$ cat src/rtl/nco_pkg.sv
package nco_pkg;
   localparam int unsigned NCO_WORD_W = 16;
   localparam int unsigned NCO_FTW_W  = 32;
   localparam int unsigned NCO_PH_W   = 12;
   localparam int unsigned NCO_ADDR_W = 3;
   localparam int unsigned NCO_NFTW   = 2;
   localparam int unsigned NCO_NPOFF  = 4;

   function automatic int unsigned sel_w(input int unsigned n);
      return (n < 2) ? 1 : $clog2(n);
   endfunction
endpackage

$ cat src/rtl/nco_reg_bank.sv
module nco_reg_bank
   import nco_pkg::*;
#(
   parameter int unsigned WORD_W = NCO_WORD_W,
   parameter int unsigned FTW_W  = NCO_FTW_W,
   parameter int unsigned PH_W   = NCO_PH_W,
   parameter int unsigned ADDR_W = NCO_ADDR_W,
   parameter int unsigned NFTW   = NCO_NFTW,
   parameter int unsigned NPOFF  = NCO_NPOFF,
   localparam int unsigned FS_W  = sel_w(NFTW),
   localparam int unsigned PS_W  = sel_w(NPOFF)
) (
   input  logic              clk,
   input  logic              rst,
   input  logic              wr_en,
   input  logic [ADDR_W-1:0] wr_addr,
   input  logic [WORD_W-1:0] wr_data,
   input  logic [FS_W-1:0]   fsel,
   input  logic [PS_W-1:0]   psel,
   output logic [FTW_W-1:0]  ftw_sel,
   output logic [PH_W-1:0]   poff_sel
);
   localparam int unsigned HALVES = FTW_W / WORD_W;
   localparam int unsigned SLOTS  = NFTW * HALVES;

   logic [SLOTS-1:0][WORD_W-1:0] ftw_half;
   logic [NFTW-1:0][FTW_W-1:0]   ftw_word;
   logic [NPOFF-1:0][PH_W-1:0]   poff_q;

   generate
      if (FTW_W != HALVES * WORD_W) begin : g_bad_split
         $error("tuning word width must be a multiple of the write width");
      end
      if (PH_W > WORD_W) begin : g_bad_phase
         $error("offset width exceeds write width");
      end
      if (SLOTS + NPOFF > (1 << ADDR_W)) begin : g_bad_addr
         $error("address space too small for register bank");
      end
   endgenerate

   always_ff @(posedge clk) begin
      if (rst) begin
         ftw_half <= '0;
         poff_q   <= '0;
      end else if (wr_en) begin
         for (int k = 0; k < SLOTS; k++) begin
            if (wr_addr == ADDR_W'(k)) ftw_half[k] <= wr_data;
         end
         for (int j = 0; j < NPOFF; j++) begin
            if (wr_addr == ADDR_W'(SLOTS + j)) poff_q[j] <= wr_data[PH_W-1:0];
         end
      end
   end

   // Halves are stored low-first, so the packed view is already the word array
   assign ftw_word = ftw_half;
   assign ftw_sel  = ftw_word[fsel];
   assign poff_sel = poff_q[psel];

   p_half_keep_r3: assert property (@(posedge clk) disable iff (rst)
      (wr_en && wr_addr == ADDR_W'(0)) |=> ftw_half[1] == $past(ftw_half[1]));

   p_half_load_r2: assert property (@(posedge clk) disable iff (rst)
      (wr_en && wr_addr == ADDR_W'(1)) |=> ftw_half[1] == $past(wr_data));

   p_phase_low_r4: assert property (@(posedge clk) disable iff (rst)
      (wr_en && wr_addr == ADDR_W'(SLOTS)) |=> poff_q[0] == $past(wr_data[PH_W-1:0]));
endmodule

$ cat src/rtl/nco_phase_acc.sv
module nco_phase_acc
   import nco_pkg::*;
#(
   parameter int unsigned FTW_W = NCO_FTW_W,
   parameter int unsigned PH_W  = NCO_PH_W
) (
   input  logic             clk,
   input  logic             rst,
   input  logic [FTW_W-1:0] ftw_in,
   output logic [PH_W-1:0]  acc_top
);
   logic [FTW_W-1:0] acc;

   generate
      if (PH_W > FTW_W) begin : g_bad_top
         $error("phase output wider than accumulator");
      end
   endgenerate

   always_ff @(posedge clk) begin
      if (rst) acc <= '0;
      else     acc <= acc + ftw_in;
   end

   assign acc_top = acc[FTW_W-1 -: PH_W];

   p_acc_step_r5: assert property (@(posedge clk) disable iff (rst)
      !rst |=> acc == $past(acc) + $past(ftw_in));
endmodule

$ cat src/rtl/nco_offset_add.sv
module nco_offset_add
   import nco_pkg::*;
#(
   parameter int unsigned PH_W   = NCO_PH_W,
   parameter bit          REG_OUT = 1'b1
) (
   input  logic            clk,
   input  logic            rst,
   input  logic [PH_W-1:0] acc_top,
   input  logic [PH_W-1:0] poff,
   output logic [PH_W-1:0] phase_out,
   output logic            phase_vld
);
   logic [PH_W-1:0] sum;
   assign sum = acc_top + poff;

   generate
      if (REG_OUT) begin : g_reg
         always_ff @(posedge clk) begin
            if (rst) begin
               phase_out <= '0;
               phase_vld <= 1'b0;
            end else begin
               phase_out <= sum;
               phase_vld <= 1'b1;
            end
         end
      end else begin : g_comb
         assign phase_out = rst ? '0 : sum;
         assign phase_vld = !rst;
      end
   endgenerate
endmodule

$ cat src/rtl/nco_phase_engine.sv
module nco_phase_engine
   import nco_pkg::*;
#(
   parameter int unsigned WORD_W = NCO_WORD_W,
   parameter int unsigned FTW_W  = NCO_FTW_W,
   parameter int unsigned PH_W   = NCO_PH_W,
   parameter int unsigned ADDR_W = NCO_ADDR_W
) (
   input  logic              clk,
   input  logic              rst,
   input  logic              wr_en,
   input  logic [ADDR_W-1:0] wr_addr,
   input  logic [WORD_W-1:0] wr_data,
   input  logic              fsel,
   input  logic [1:0]        psel,
   output logic [PH_W-1:0]   phase_out,
   output logic              phase_vld
);
   logic [FTW_W-1:0] ftw_sel;
   logic [PH_W-1:0]  poff_sel;
   logic [PH_W-1:0]  acc_top;

   nco_reg_bank #(
      .WORD_W(WORD_W), .FTW_W(FTW_W), .PH_W(PH_W), .ADDR_W(ADDR_W),
      .NFTW(2), .NPOFF(4)
   ) u_regs (
      .clk(clk), .rst(rst), .wr_en(wr_en), .wr_addr(wr_addr), .wr_data(wr_data),
      .fsel(fsel), .psel(psel), .ftw_sel(ftw_sel), .poff_sel(poff_sel)
   );

   nco_phase_acc #(.FTW_W(FTW_W), .PH_W(PH_W)) u_acc (
      .clk(clk), .rst(rst), .ftw_in(ftw_sel), .acc_top(acc_top)
   );

   nco_offset_add #(.PH_W(PH_W), .REG_OUT(1'b1)) u_add (
      .clk(clk), .rst(rst), .acc_top(acc_top), .poff(poff_sel),
      .phase_out(phase_out), .phase_vld(phase_vld)
   );

   p_reset_clear_r1: assert property (@(posedge clk)
      rst |=> (phase_out == '0 && !phase_vld));

   p_vld_run_r7: assert property (@(posedge clk) disable iff (rst)
      !rst |=> phase_vld);
endmodule

$ cat config.mk
export PLATFORM = sky130hd
export DESIGN_NAME = nco_phase_engine
export DESIGN_NICKNAME = d
export VERILOG_FILES = /design/src/rtl/nco_pkg.sv /design/src/rtl/nco_reg_bank.sv /design/src/rtl/nco_phase_acc.sv /design/src/rtl/nco_offset_add.sv /design/src/rtl/nco_phase_engine.sv
export SDC_FILE = /design/constraint.sdc
export NUM_CORES = 1
export LEC_CHECK = 0
export BUFFER_PORTS_ARGS = -buffer_cell sky130_fd_sc_hd__clkbuf_2
export CAP_MARGIN = 20
export CORE_ASPECT_RATIO = 0.5
export CORE_UTILIZATION = 28
export DETAILED_ROUTE_END_ITERATION = 10
export GPL_ROUTABILITY_DRIVEN = 1
export RECOVER_POWER = 25
export REMOVE_ABC_BUFFERS = 1
export SLEW_MARGIN = 15
export SYNTH_ARGS = -nofsm -noshare
export SYNTH_HDL_FRONTEND = slang
export SYNTH_SLANG_ARGS = --single-unit
$ cat constraint.sdc
create_clock -name clk -period 5.7 [get_ports clk]
set_input_delay 1.14 -clock clk [delete_from_list [all_inputs] [get_ports clk]]
set_output_delay 1.14 -clock clk [all_outputs]
set_load 0.03 [all_outputs]
# After elaboration in Yosys (flattened, before gate mapping)
# Index checks and enable logic that the tools add are counted.
dict set report word_totals {
  input_bits 25
  out_inout_bits 13
  wordCells 36
  register_bits 157
}
dict set report op_classes {
  add_sub_neg 2
  n_lt_le_gt_ge 2
  mux 5
  n_reduce_logical 9
  eq_ne 7
}
# op count
set ops {}
lappend ops {{$mux 32} 2}
lappend ops {{$add 32x32->32} 1}
lappend ops {{$bmux 12 s2} 1}
lappend ops {{$reduce_and 2->1} 8}
lappend ops {{$add 12x12->12} 1}
lappend ops {{$eq 3x3->1 const B} 4}
lappend ops {{$mux 12} 1}
lappend ops {{$eq 3x2->1 const B} 2}
lappend ops {{$eq 3x1->1 const B} 1}
lappend ops {{$logic_not 3->1} 1}
lappend ops {{$lt 2x3->1 const B} 1}
lappend ops {{$lt 1x2->1 const B} 1}
lappend ops {{$mux 1} 1}

# Logic depth before layout (Yosys ltp)
# Gate-level depths: netlist (run 1).
dict set report logic_depth {
  word_depth 3
  mapped_depth 12
  depth_no_buf 10
}

# Hierarchy
# A second synthesis (run 1) with hierarchy kept.
dict set report unflattened {
  cells_unflattened 918
  area_unflattened_um2 8887.3
}
# module n_inst seq_area_each_um2 area_each_um2 cells_per_inst
set by_module_without_submodules {}
lappend by_module_without_submodules {nco_reg_bank 1 2242.2 5126.2 454}
lappend by_module_without_submodules {nco_phase_acc 1 640.6 2850.2 357}
lappend by_module_without_submodules {nco_offset_add 1 260.2 910.9 107}

# Least setup slack after synthesis (run 1)
# Ideal clock, no wire load.
dict set report synth_timing {
  kind {input-to-reg}
  startpoint {input fsel}
  endpoint {register u_acc.acc[30]}
  setup_time_ps 121
  required_ps 5579
  cell_stages 11
  n_path_buf 2
  slack_ps 1414
  t_arrival_ps 4166
  path_cell_list {clkbuf_1 clkbuf_1 mux2_2 fa_1 a21o_1 a221o_1 a211o_1 o211ai_2 nand2_1 a41oi_1 mux2_2}
}
dict set report synth_via {
  elab_chain_cells 3
}
# item line
set synth_lines {}
lappend synth_lines {{from (decl)} nco_phase_engine.sv:14} ;# input logic fsel,
lappend synth_lines {{$mux 32 (not written as such) (2 in a row)} nco_reg_bank.sv:58} ;# assign ftw_sel = ftw_word[fsel];
lappend synth_lines {{$add 32x32->32} nco_phase_acc.sv:22} ;# else acc <= acc + ftw_in;
lappend synth_lines {{to (signal assigned)} nco_phase_acc.sv:22}
lappend synth_lines {{to (decl)} nco_phase_acc.sv:12} ;# logic [FTW_W-1:0] acc;
# No other way between the ends. The select of a mux whose other input is x is not followed.
# A chain may end at the register's enable or synchronous reset.

# Final worst setup path (run 1)
dict set report layout_timing {
  startpoint {input fsel}
  endpoint {register u_acc.acc[25]}
}
# The elaborated chain is that of the path after synthesis.

==> results of run 1 <==
[worst min-delay path, cell delays in order (launching register included)]
cell and delay (ns):
dfxtp_1 0.31, nand2_1 0.05, a21oi_1 0.05
[power breakdown]
part	leakage (nW)	internal (mW)	switching (mW)	total, mW
registers	1.27	1.13	0.0200	1.15
logic	1.98	0.0835	0.161	0.244
clock network	0.311	0.774	0.468	1.24
total	3.56	1.99	0.648	2.64
[stage by stage]
stage          instance area, um2  setup slack, ns  util, %  std cells  power (mW)
3_3_place_gp                 8440             1.10     30.3       1344        1.42
6_report                     9070             1.40     32.6       1379        2.64
3_5_place_dp                 8460             1.04     30.4       1346        1.43
2_1_floorplan                7730             1.87        -        921        1.32
4_1_cts                      9110             1.43     32.7       1378        2.66
5_1_grt                      9070             1.19     32.6       1379        2.74
[logic make-up (layout without fill, tap and decap cells)]
family          count (synthesis)  in the layout  synth area share [%]
compound gates                234            234                  17.0
flops                         157            157                  39.4
other cells                     0              1                     0
xor+xnor                       32             32                  3.52
simple gates                  394            394                  20.8
mux                            49             49                  8.57
fa+ha+maj                      44             44                  7.09
buf+inv                        72             86                  3.58
[area by class of cell]
| type | count | area [um2] | area share (%) |
|---|---|---|---|
| Antenna cell | 1 | 2.50 | 0.0276 |
| Tap cell | 382 | 478 | 5.27 |
| Multi-Input combinational cell | 753 | 4550 | 50.1 |
| Sequential cell | 157 | 3140 | 34.6 |
| Clock inverter | 11 | 179 | 1.97 |
| Clock buffer | 21 | 470 | 5.18 |
| Inverter | 11 | 41.3 | 0.455 |
| Timing Repair Buffer | 43 | 210 | 2.32 |
[sequential cells by signal (all words and copies together), names as in the netlist]
register / flops
u_add.phase_vld: 1
u_regs.ftw_half: 64
u_regs.poff_q: 48
u_acc.acc: 32
u_add.phase_out: 12
[layout by cell type (no fill, tap or decap), drive strengths merged, types with 3 or more instances in the layout]
cell / count
and4: 3
nand2: 257
clkbuf: 59
a21oi: 149
nand3: 14
buf: 5
o21a: 4
nor3: 9
xnor2: 15
ha: 42
o211ai: 6
and3: 12
bufinv: 4
nor2: 62
nor2b: 13
nor4b: 3
o21bai: 8
mux2i: 3
mux2: 34
o21ai: 22
nand2b: 4
a31oi: 3
mux4: 12
a211o: 3
nand4: 4
inv: 14
a21o: 18
dfxtp: 157
xor2: 17
nor4: 4
[worst max-delay path by stage]
stage / from / to / cells after the start
after detailed placement: fsel / u_acc.acc[25] / 11
final: fsel / u_acc.acc[25] / 11
after CTS: fsel / u_acc.acc[25] / 11
after global routing: fsel / u_acc.acc[25] / 11
after floorplan: fsel / u_acc.acc[30] / 10
after global placement: fsel / u_acc.acc[30] / 11
[metal layers]
metal  vias up  share of wire, %  global-route usage (%)
met2       166                47                    24.4
met4         2               1.8                    5.25
li1       3395                 -                       -
met3        33               5.1                    3.03
met5         -             0.061                       0
met1      3309                46                    19.9
==> results.json, run 1 <==
{
  "status": "complete, but fails checks",
  "violations": "max-capacitance violations, max-slew violations",
  "period_needed_ns": 4.30,
  "r2r_slack_ns": 2.49,
  "endpoint_kind": "register",
  "max_freq_mhz": 233,
  "maxSlewHeadroom_pct": -91.8,
  "antenna_left": 0,
  "worst_pin_slew_ns": 2.88,
  "ys_async_sr_fraction_pct": 0,
  "drive_gt1_share_pct": 11.1,
  "root_buffer": "clkbuf_16",
  "r2r_cells": 10,
  "yosysTopAreaCellShare_pct": 39.4,
  "min_path_type": "reg2reg",
  "ys_types": 54,
  "synth_warnings": 0,
  "fillers": 2869,
  "initial_core_util_pct": 28.7,
  "post_cts.repair.setup_buffers": 0,
  "die_w_um": 241,
  "drt_iter0_drc": 467,
  "skew_ns": 0.0112,
  "cts_buffer_depth": 2,
  "die_h_um": 121,
  "wire_per_inst_um": 15.5,
  "grt_max_degree": 143,
  "htree_num_levels": 4,
  "gp_congestion": 0.925,
  "clkLatencyLatePin_ns": 0.43,
  "max-vdd-ir-drop_mv": 0.188,
  "cp_slowest_cell": "clkbuf_2",
  "hold_violations": 0,
  "dr_total_vias": 6905,
  "period_share_pct": 75.5,
  "ctsHoldBuffers": 0,
  "yosysMostFrequentCell": "nand2_1",
  "pin_count": 38,
  "worstPathMaxFanout": 22,
  "min_path_cells": 2,
  "leakage_nw": 3.56,
  "ctsResizeCount": 0,
  "vias_per_cell": 5.01,
  "dp.final_hpwl_um": 15200,
  "dr.pass1.iters": 5,
  "max_cap_violations": 1,
  "portBuffers": 37,
  "crit_arrival_ns": 4.62,
  "synth-seq-cells": 157,
  "power.density_nw_per_um2": 291,
  "hold_end": "u_regs.ftw_half[42]",
  "synth_area_leader_cell": "dfxtp_1",
  "tns_ns": 0,
  "synth_top_flop_cell": "dfxtp_1",
  "regToRegEndpoint": "u_acc.acc[30]",
  "cts_tree": "built",
  "gr-total-overflow": 0,
  "hp-start": "u_regs.ftw_half[42]",
  "reg2reg_from": "u_regs.ftw_half[32]",
  "cts_buffers": 17,
  "grt_pass1_vias": 6538,
  "clock_sinks": 157,
  "grt_usage_pct": 15.1,
  "row_count": 43,
  "syn_area_um2": 7970,
  "coreArea_um2": 27800,
  "avgSynthCellArea_um2": 8.12,
  "area_delta_synth_final_pct": 13.8,
  "antenna_found_initial": 2,
  "start_kind": "input pin",
  "seq_area_frac_synth_pct": 39.4,
  "worstPathCellList": "clkbuf_2, buf_4, mux2_2, ha_1, nand4_1, a21oi_1, o2111ai_1, o21ai_0, a21oi_1, o21ai_0, mux2_2",
  "wl_um": 21400,
  "whs_ns": 0.452,
  "crit_family": "compound AO/OA/AOI/OAI gates",
  "setup_viol": 0,
  "cp_num_buf_inv": 2,
  "worst-setup-path-type": "in2reg",
  "max_stage_delay_ns": 0.47,
  "rsz0062_at_grt": "false",
  "netlist_instances": 982,
  "synthTopCellsByArea": "dfxtp_1, nand2_1, a21oi_1",
  "final_nets": 1052,
  "cp.required_ns": 6.02,
  "synthTopCellsByCount": "nand2_1, dfxtp_1, a21oi_1",
  "clk_pin_slew_ns": 0.06,
  "slew_viol_final": 143,
  "drc": 0,
  "synth_edf_count": 0,
  "grt_pass1_wl_um": 34300,
  "die-area_um2": 29200
}
No activity file was read; power rests on OpenSTA's default activity.
==> run 2: changes to the inputs <==
- ABC_AREA: default -> 1
- clock period: 5.7 -> 4.07 ns (I/O delays scaled with it)
==> run 2 against run 1 <==
First-iteration DRC count increased by 59%. Critical endpoint is now u_acc.acc[31]. Flip-flop and latch count unchanged. Sequential power increased by 43%. Sequential share of layout area decreased by 2.0 points. The run now ends clean.
==> results.json, run 2 <==
{
  "power_mw": 3.62,
  "top_regs": "u_regs.ftw_half x64, u_regs.poff_q x48, u_acc.acc x32",
  "synth-seq-cells": 157,
  "clock_sinks": 157,
  "p_sw_share_pct": 28.3,
  "setup_viol": 0,
  "syn_area_um2": 8590,
  "wl_um": 24100,
  "die_w_um": 250,
  "dr_total_vias": 8053,
  "seq_area_frac_synth_pct": 36.6,
  "worstPathMaxFanout": 23,
  "drive_gt1_share_pct": 5.90,
  "power.internal_mw": 2.59,
  "pwr-share-seq_pct": 45.2,
  "rsz0062_at_grt": "false",
  "ys_types": 31,
  "initial_core_util_pct": 29.0,
  "grt_usage_pct": 15.6,
  "worst-setup-path-type": "in2reg",
  "skew_ns": 0.0111,
  "n_antenna_cell": 0,
  "top_register": "u_regs.ftw_half",
  "root_buffer": "clkbuf_16",
  "min_path_type": "reg2reg",
  "max-vdd-ir-drop_mv": 0.278,
  "synthTopCellsByArea": "dfxtp_1, nand2_1, nor2_1",
  "antenna_found_initial": 0,
  "ys_async_sr_fraction_pct": 0,
  "dpl_worst_slack_ns": 0.748,
  "status": "finished, final reports clean",
  "final_common_cell": "nand2_1",
  "p_sw_mw": 1.02,
  "reg2reg_from": "u_regs.ftw_half[26]",
  "slew_viol_final": 0,
  "cts_buffer_depth": 2,
  "setup_ws_ns": 0.849,
  "hold_violations": 0,
  "portBuffers": 37,
  "drt_iter0_drc": 741,
  "cp-startpoint": "fsel",
  "cts_buffers": 17,
  "die-area_um2": 31400,
  "dp.final_hpwl_um": 17700,
  "leakage_nw": 4.62,
  "period_share_pct": 79.2,
  "period_needed_ns": 3.22,
  "yosysTopAreaCellShare_pct": 36.6,
  "clkLatencyLatePin_ns": 0.43,
  "hp-start": "u_regs.ftw_half[15]",
  "clk_pin_slew_ns": 0.07,
  "mostFrequentLayoutCells": "nand2_1, nor2_1, o21ai_0",
  "dr.pass1.iters": 5,
  "synth_top_flop_cell": "dfxtp_1",
  "drc": 0,
  "htree_num_levels": 4,
  "postPlaceCellArea_um2": 9090,
  "maxSlewHeadroom_pct": 13.7,
  "power_frac_comb_pct": 11.1,
  "netlist_instances": 1341,
  "die_h_um": 126,
  "gp_congestion": 0.887,
  "synth_edf_count": 0,
  "largest_reg_flops": 64,
  "power.density_nw_per_um2": 375,
  "vias_per_cell": 4.61,
  "antenna_left": 0,
  "crit_arrival_ns": 3.55,
  "coreArea_um2": 29600,
  "cp.required_ns": 4.39,
  "post_cts.repair.setup_buffers": 0,
  "synth_warnings": 0,
  "avgSynthCellArea_um2": 6.40,
  "cts_tree": "built",
  "ctsResizeCount": 0,
  "design_area_um2": 9640,
  "wire_per_inst_um": 13.8,
  "area_delta_synth_final_pct": 12.3,
  "pin_count": 38,
  "gr-total-overflow": 0,
  "max_freq_mhz": 310,
  "grt_max_degree": 121,
  "ctsHoldBuffers": 0,
  "final_util_pct": 32.6,
  "synth_area_leader_cell": "dfxtp_1",
  "endpoint_kind": "register",
  "grt_pass1_wl_um": 38500,
  "synthTopCellsByCount": "nand2_1, nor2_1, o21ai_0",
  "grt_pass1_vias": 7106,
  "worst_pin_slew_ns": 1.29,
  "yosysMostFrequentCell": "nand2_1",
  "max_cap_violations": 0,
  "final_nets": 1413,
  "clkPwrFrac_pct": 43.7,
  "row_count": 44,
  "start_kind": "input pin",
  "tns_ns": 0
}
run 2: cell families after synthesis:
| group | share of synthesized area [%] |
|---|---|
| compound gates | 17.7 |
| xor+xnor | 0.306 |
| fa+ha+maj | 6.59 |
| buf+inv | 10.3 |
| flops | 36.6 |
| simple gates | 28.5 |
run 2: worst paths after layout:
path	end	slack, ns	cells past startpoint
setup / recovery	u_acc.acc[31]	0.85	11
hold / removal	u_regs.ftw_half[15]	0.45	2
setup reg to reg	u_acc.acc[31]	1.55	13
hold reg to reg	u_regs.ftw_half[15]	0.45	2
run 2: area by class of cell:
class                           instances  area, um2
Fill cell                            3192      19900
Multi-Input combinational cell        953       4560
Sequential cell                       157       3140
Inverter                              172        647
Tap cell                              391        489
Clock buffer                           18        439
Timing Repair Buffer                   43        236
Clock inverter                         13        131
run 2: worst max-delay path: stages:
cell	delay, ns
clkbuf_1	0.65
o21ai_0	0.57
ha_1	0.55
nand2_1	0.13
nor2_2	0.14
inv_1	0.08
nor3_2	0.16
and2_1	0.16
nand2_1	0.10
a21oi_1	0.13
nor2_1	0.06
run 2: power groups by stage:
stage	clock network [mW]	registers, mW	logic [mW]
2_1_floorplan	0	1.68	0.231
4_1_cts	1.61	1.64	0.402
3_3_place_gp	0	1.67	0.399
5_1_grt	1.67	1.64	0.451
6_report	1.58	1.64	0.401
3_5_place_dp	0	1.67	0.401
run 2: metrics by stage:
stage,cells,hold slack [ns]
floorplan,1282,0.426
global placement,1716,0.435
detailed placement,1716,0.439
CTS,1747,0.448
global route,1747,0.462
finish,1747,0.445
run 2: routing by layer:
| layer | part of all wire [%] | GRT usage, % |
|---|---|---|
| met5 | 0 | 0 |
| met3 | 5.1 | 3.02 |
| met1 | 53 | 23.0 |
| met2 | 41 | 23.1 |
| met4 | 0.80 | 3.38 |
==> run 3: changes to the inputs <==
- ABC_AREA: 1 -> 0
- clock period: 4.07 -> 2.88 ns (I/O delays scaled with it)
==> run 3 against run 2 <==
The flow now finishes with violations (negative setup slack). Worst hold slack lost 0.019 ns. Combinational power up 50%. Power increased by 49%. Final cell count decreased by 14%.
==> results.json, run 3 (same netlist as run 1, synthesis figures left out) <==
{
  "worstPathMaxFanout": 3,
  "gp_congestion": 0.893,
  "pwr-share-seq_pct": 42.4,
  "htree_num_levels": 4,
  "cts_tree": "built",
  "clkLatencyLatePin_ns": 0.44,
  "period_needed_ns": 3.01,
  "violations": "negative setup slack",
  "setup_ws_ns": -0.129,
  "dr.pass1.iters": 5,
  "endpoint_kind": "register",
  "power_mw": 5.40,
  "dpl_worst_slack_ns": -0.736,
  "grt_pass1_wl_um": 37300,
  "drive_gt1_share_pct": 27.0,
  "tns_ns": -0.407,
  "initial_core_util_pct": 28.7,
  "max_cap_violations": 0,
  "crit_arrival_ns": 3.37,
  "largest_reg_flops": 64,
  "hp-start": "wr_data[13]",
  "status": "complete, but fails checks",
  "clkPwrFrac_pct": 46.5,
  "grt_pass1_vias": 7035,
  "leakage_nw": 4.27,
  "wire_per_inst_um": 16.1,
  "whs_ns": 0.427,
  "reg2reg_from": "u_regs.ftw_half[0]",
  "min_path_cells": 3,
  "row_count": 43,
  "r2r_cells": 11,
  "final_common_cell": "nand2_1",
  "portBuffers": 37,
  "area_delta_synth_final_pct": 30.5,
  "power_frac_comb_pct": 11.1,
  "max_freq_mhz": 332,
  "dp.final_hpwl_um": 16600,
  "dr_total_vias": 7376,
  "grt_usage_pct": 16.5,
  "max-vdd-ir-drop_mv": 0.405,
  "fillers": 2798,
  "p_sw_share_pct": 26.4,
  "drc": 0,
  "top_regs": "u_regs.ftw_half x64, u_regs.poff_q x48, u_acc.acc x32",
  "multiInputGateArea_um2": 4910,
  "r2r_slack_ns": -0.13,
  "power.density_nw_per_um2": 519,
  "pin_count": 38,
  "antenna_found_initial": 0,
  "grt_max_degree": 135,
  "mostFrequentLayoutCells": "nand2_1, dfxtp_1, a21oi_1",
  "setup_viol": 5,
  "maxSlewHeadroom_pct": 53.4,
  "final_util_pct": 37.4,
  "worst_pin_slew_ns": 0.697,
  "regToRegEndpoint": "u_acc.acc[26]",
  "cts_buffers": 17,
  "clock_sinks": 157,
  "coreArea_um2": 27800,
  "die_h_um": 121,
  "top_register": "u_regs.ftw_half",
  "clk_pin_slew_ns": 0.07,
  "worst-setup-path-type": "reg2reg",
  "period_share_pct": 104,
  "skew_ns": 0.00986,
  "vias_per_cell": 4.93,
  "root_buffer": "clkbuf_16",
  "gr-total-overflow": 0,
  "rsz0062_at_grt": "true",
  "cts_buffer_depth": 2,
  "die_w_um": 241,
  "seq_area_um2": 3150,
  "min_path_type": "in2reg",
  "cp.required_ns": 3.24,
  "start_kind": "register",
  "wl_um": 24000,
  "slew_viol_final": 0,
  "power.internal_mw": 3.97,
  "hold_violations": 0,
  "n_antenna_cell": 0,
  "drt_iter0_drc": 553,
  "ctsHoldBuffers": 0,
  "final_nets": 1171,
  "hold_end": "u_regs.ftw_half[29]",
  "p_sw_mw": 1.43,
  "antenna_left": 0,
  "die-area_um2": 29200
}
[run 3: final cells by class]
class                      instances  area share [%]
multi-input combinational        753            47.2
sequential                       157            30.2
timing repair buffer             162            11.3
tap                              382            4.60
clock buffer                      17            4.09
clock inverter                    15            2.17
inverter                          11           0.397
[run 3: worst max-delay path by stage]
| stage | cells past startpoint | start | end | slack, ns |
|---|---|---|---|---|
| 3_5_place_dp | 11 | fsel | u_acc.acc[30] | -0.74 |
| 3_3_place_gp | 11 | fsel | u_acc.acc[30] | -0.70 |
| 5_1_grt | 11 | u_regs.ftw_half[0] | u_acc.acc[26] | -0.22 |
| 4_1_cts | 11 | u_regs.ftw_half[0] | u_acc.acc[26] | -0.06 |
| 2_1_floorplan | 10 | fsel | u_acc.acc[30] | -0.39 |
| 6_report | 11 | u_regs.ftw_half[0] | u_acc.acc[26] | -0.13 |
[run 3: through the flow]
step	cells	instance area, um2
2_1_floorplan	921	7730
6_report	1497	10400
3_3_place_gp	1460	9320
5_1_grt	1497	10400
4_1_cts	1495	10100
3_5_place_dp	1460	9320
[run 3: worst max-delay path, stage by stage (launching register included)]
cell      delay (ns)
dfxtp_2         0.32
mux2_4          0.28
ha_4            0.17
fa_2            0.35
a21o_1          0.19
a221o_1         0.35
a211o_1         0.34
o211ai_2        0.27
buf_6           0.15
a21boi_4        0.05
o31a_1          0.30
nor3_2          0.15
[run 3: metal layers]
layer / part of all wire, % / wire, um / up-vias / track usage, %
li1: - / - / 3611 / -
met1: 47 / 11300 / 3570 / 22.1
met2: 47 / 11200 / 153 / 26.4
met3: 3.7 / 900 / 42 / 2.80
met4: 2.6 / 634 / 0 / 6.09
met5: 0 / 0 / - / 0
[run 3: power groups by stage]
stage	clock, mW	sequential (mW)	combinational [mW]
CTS	2.55	2.29	0.573
finish	2.51	2.29	0.600
floorplan	0	2.35	0.266
detailed placement	0	2.34	0.562
global route	2.64	2.30	0.652
global placement	0	2.33	0.546
[run 3: what timing repair did]
action	in CTS	in global routing
buffers inserted	3	3
gates cloned	0	0
gates resized for setup	25	55
endpoints found under the setup margin	15	20
pin swaps	9	19
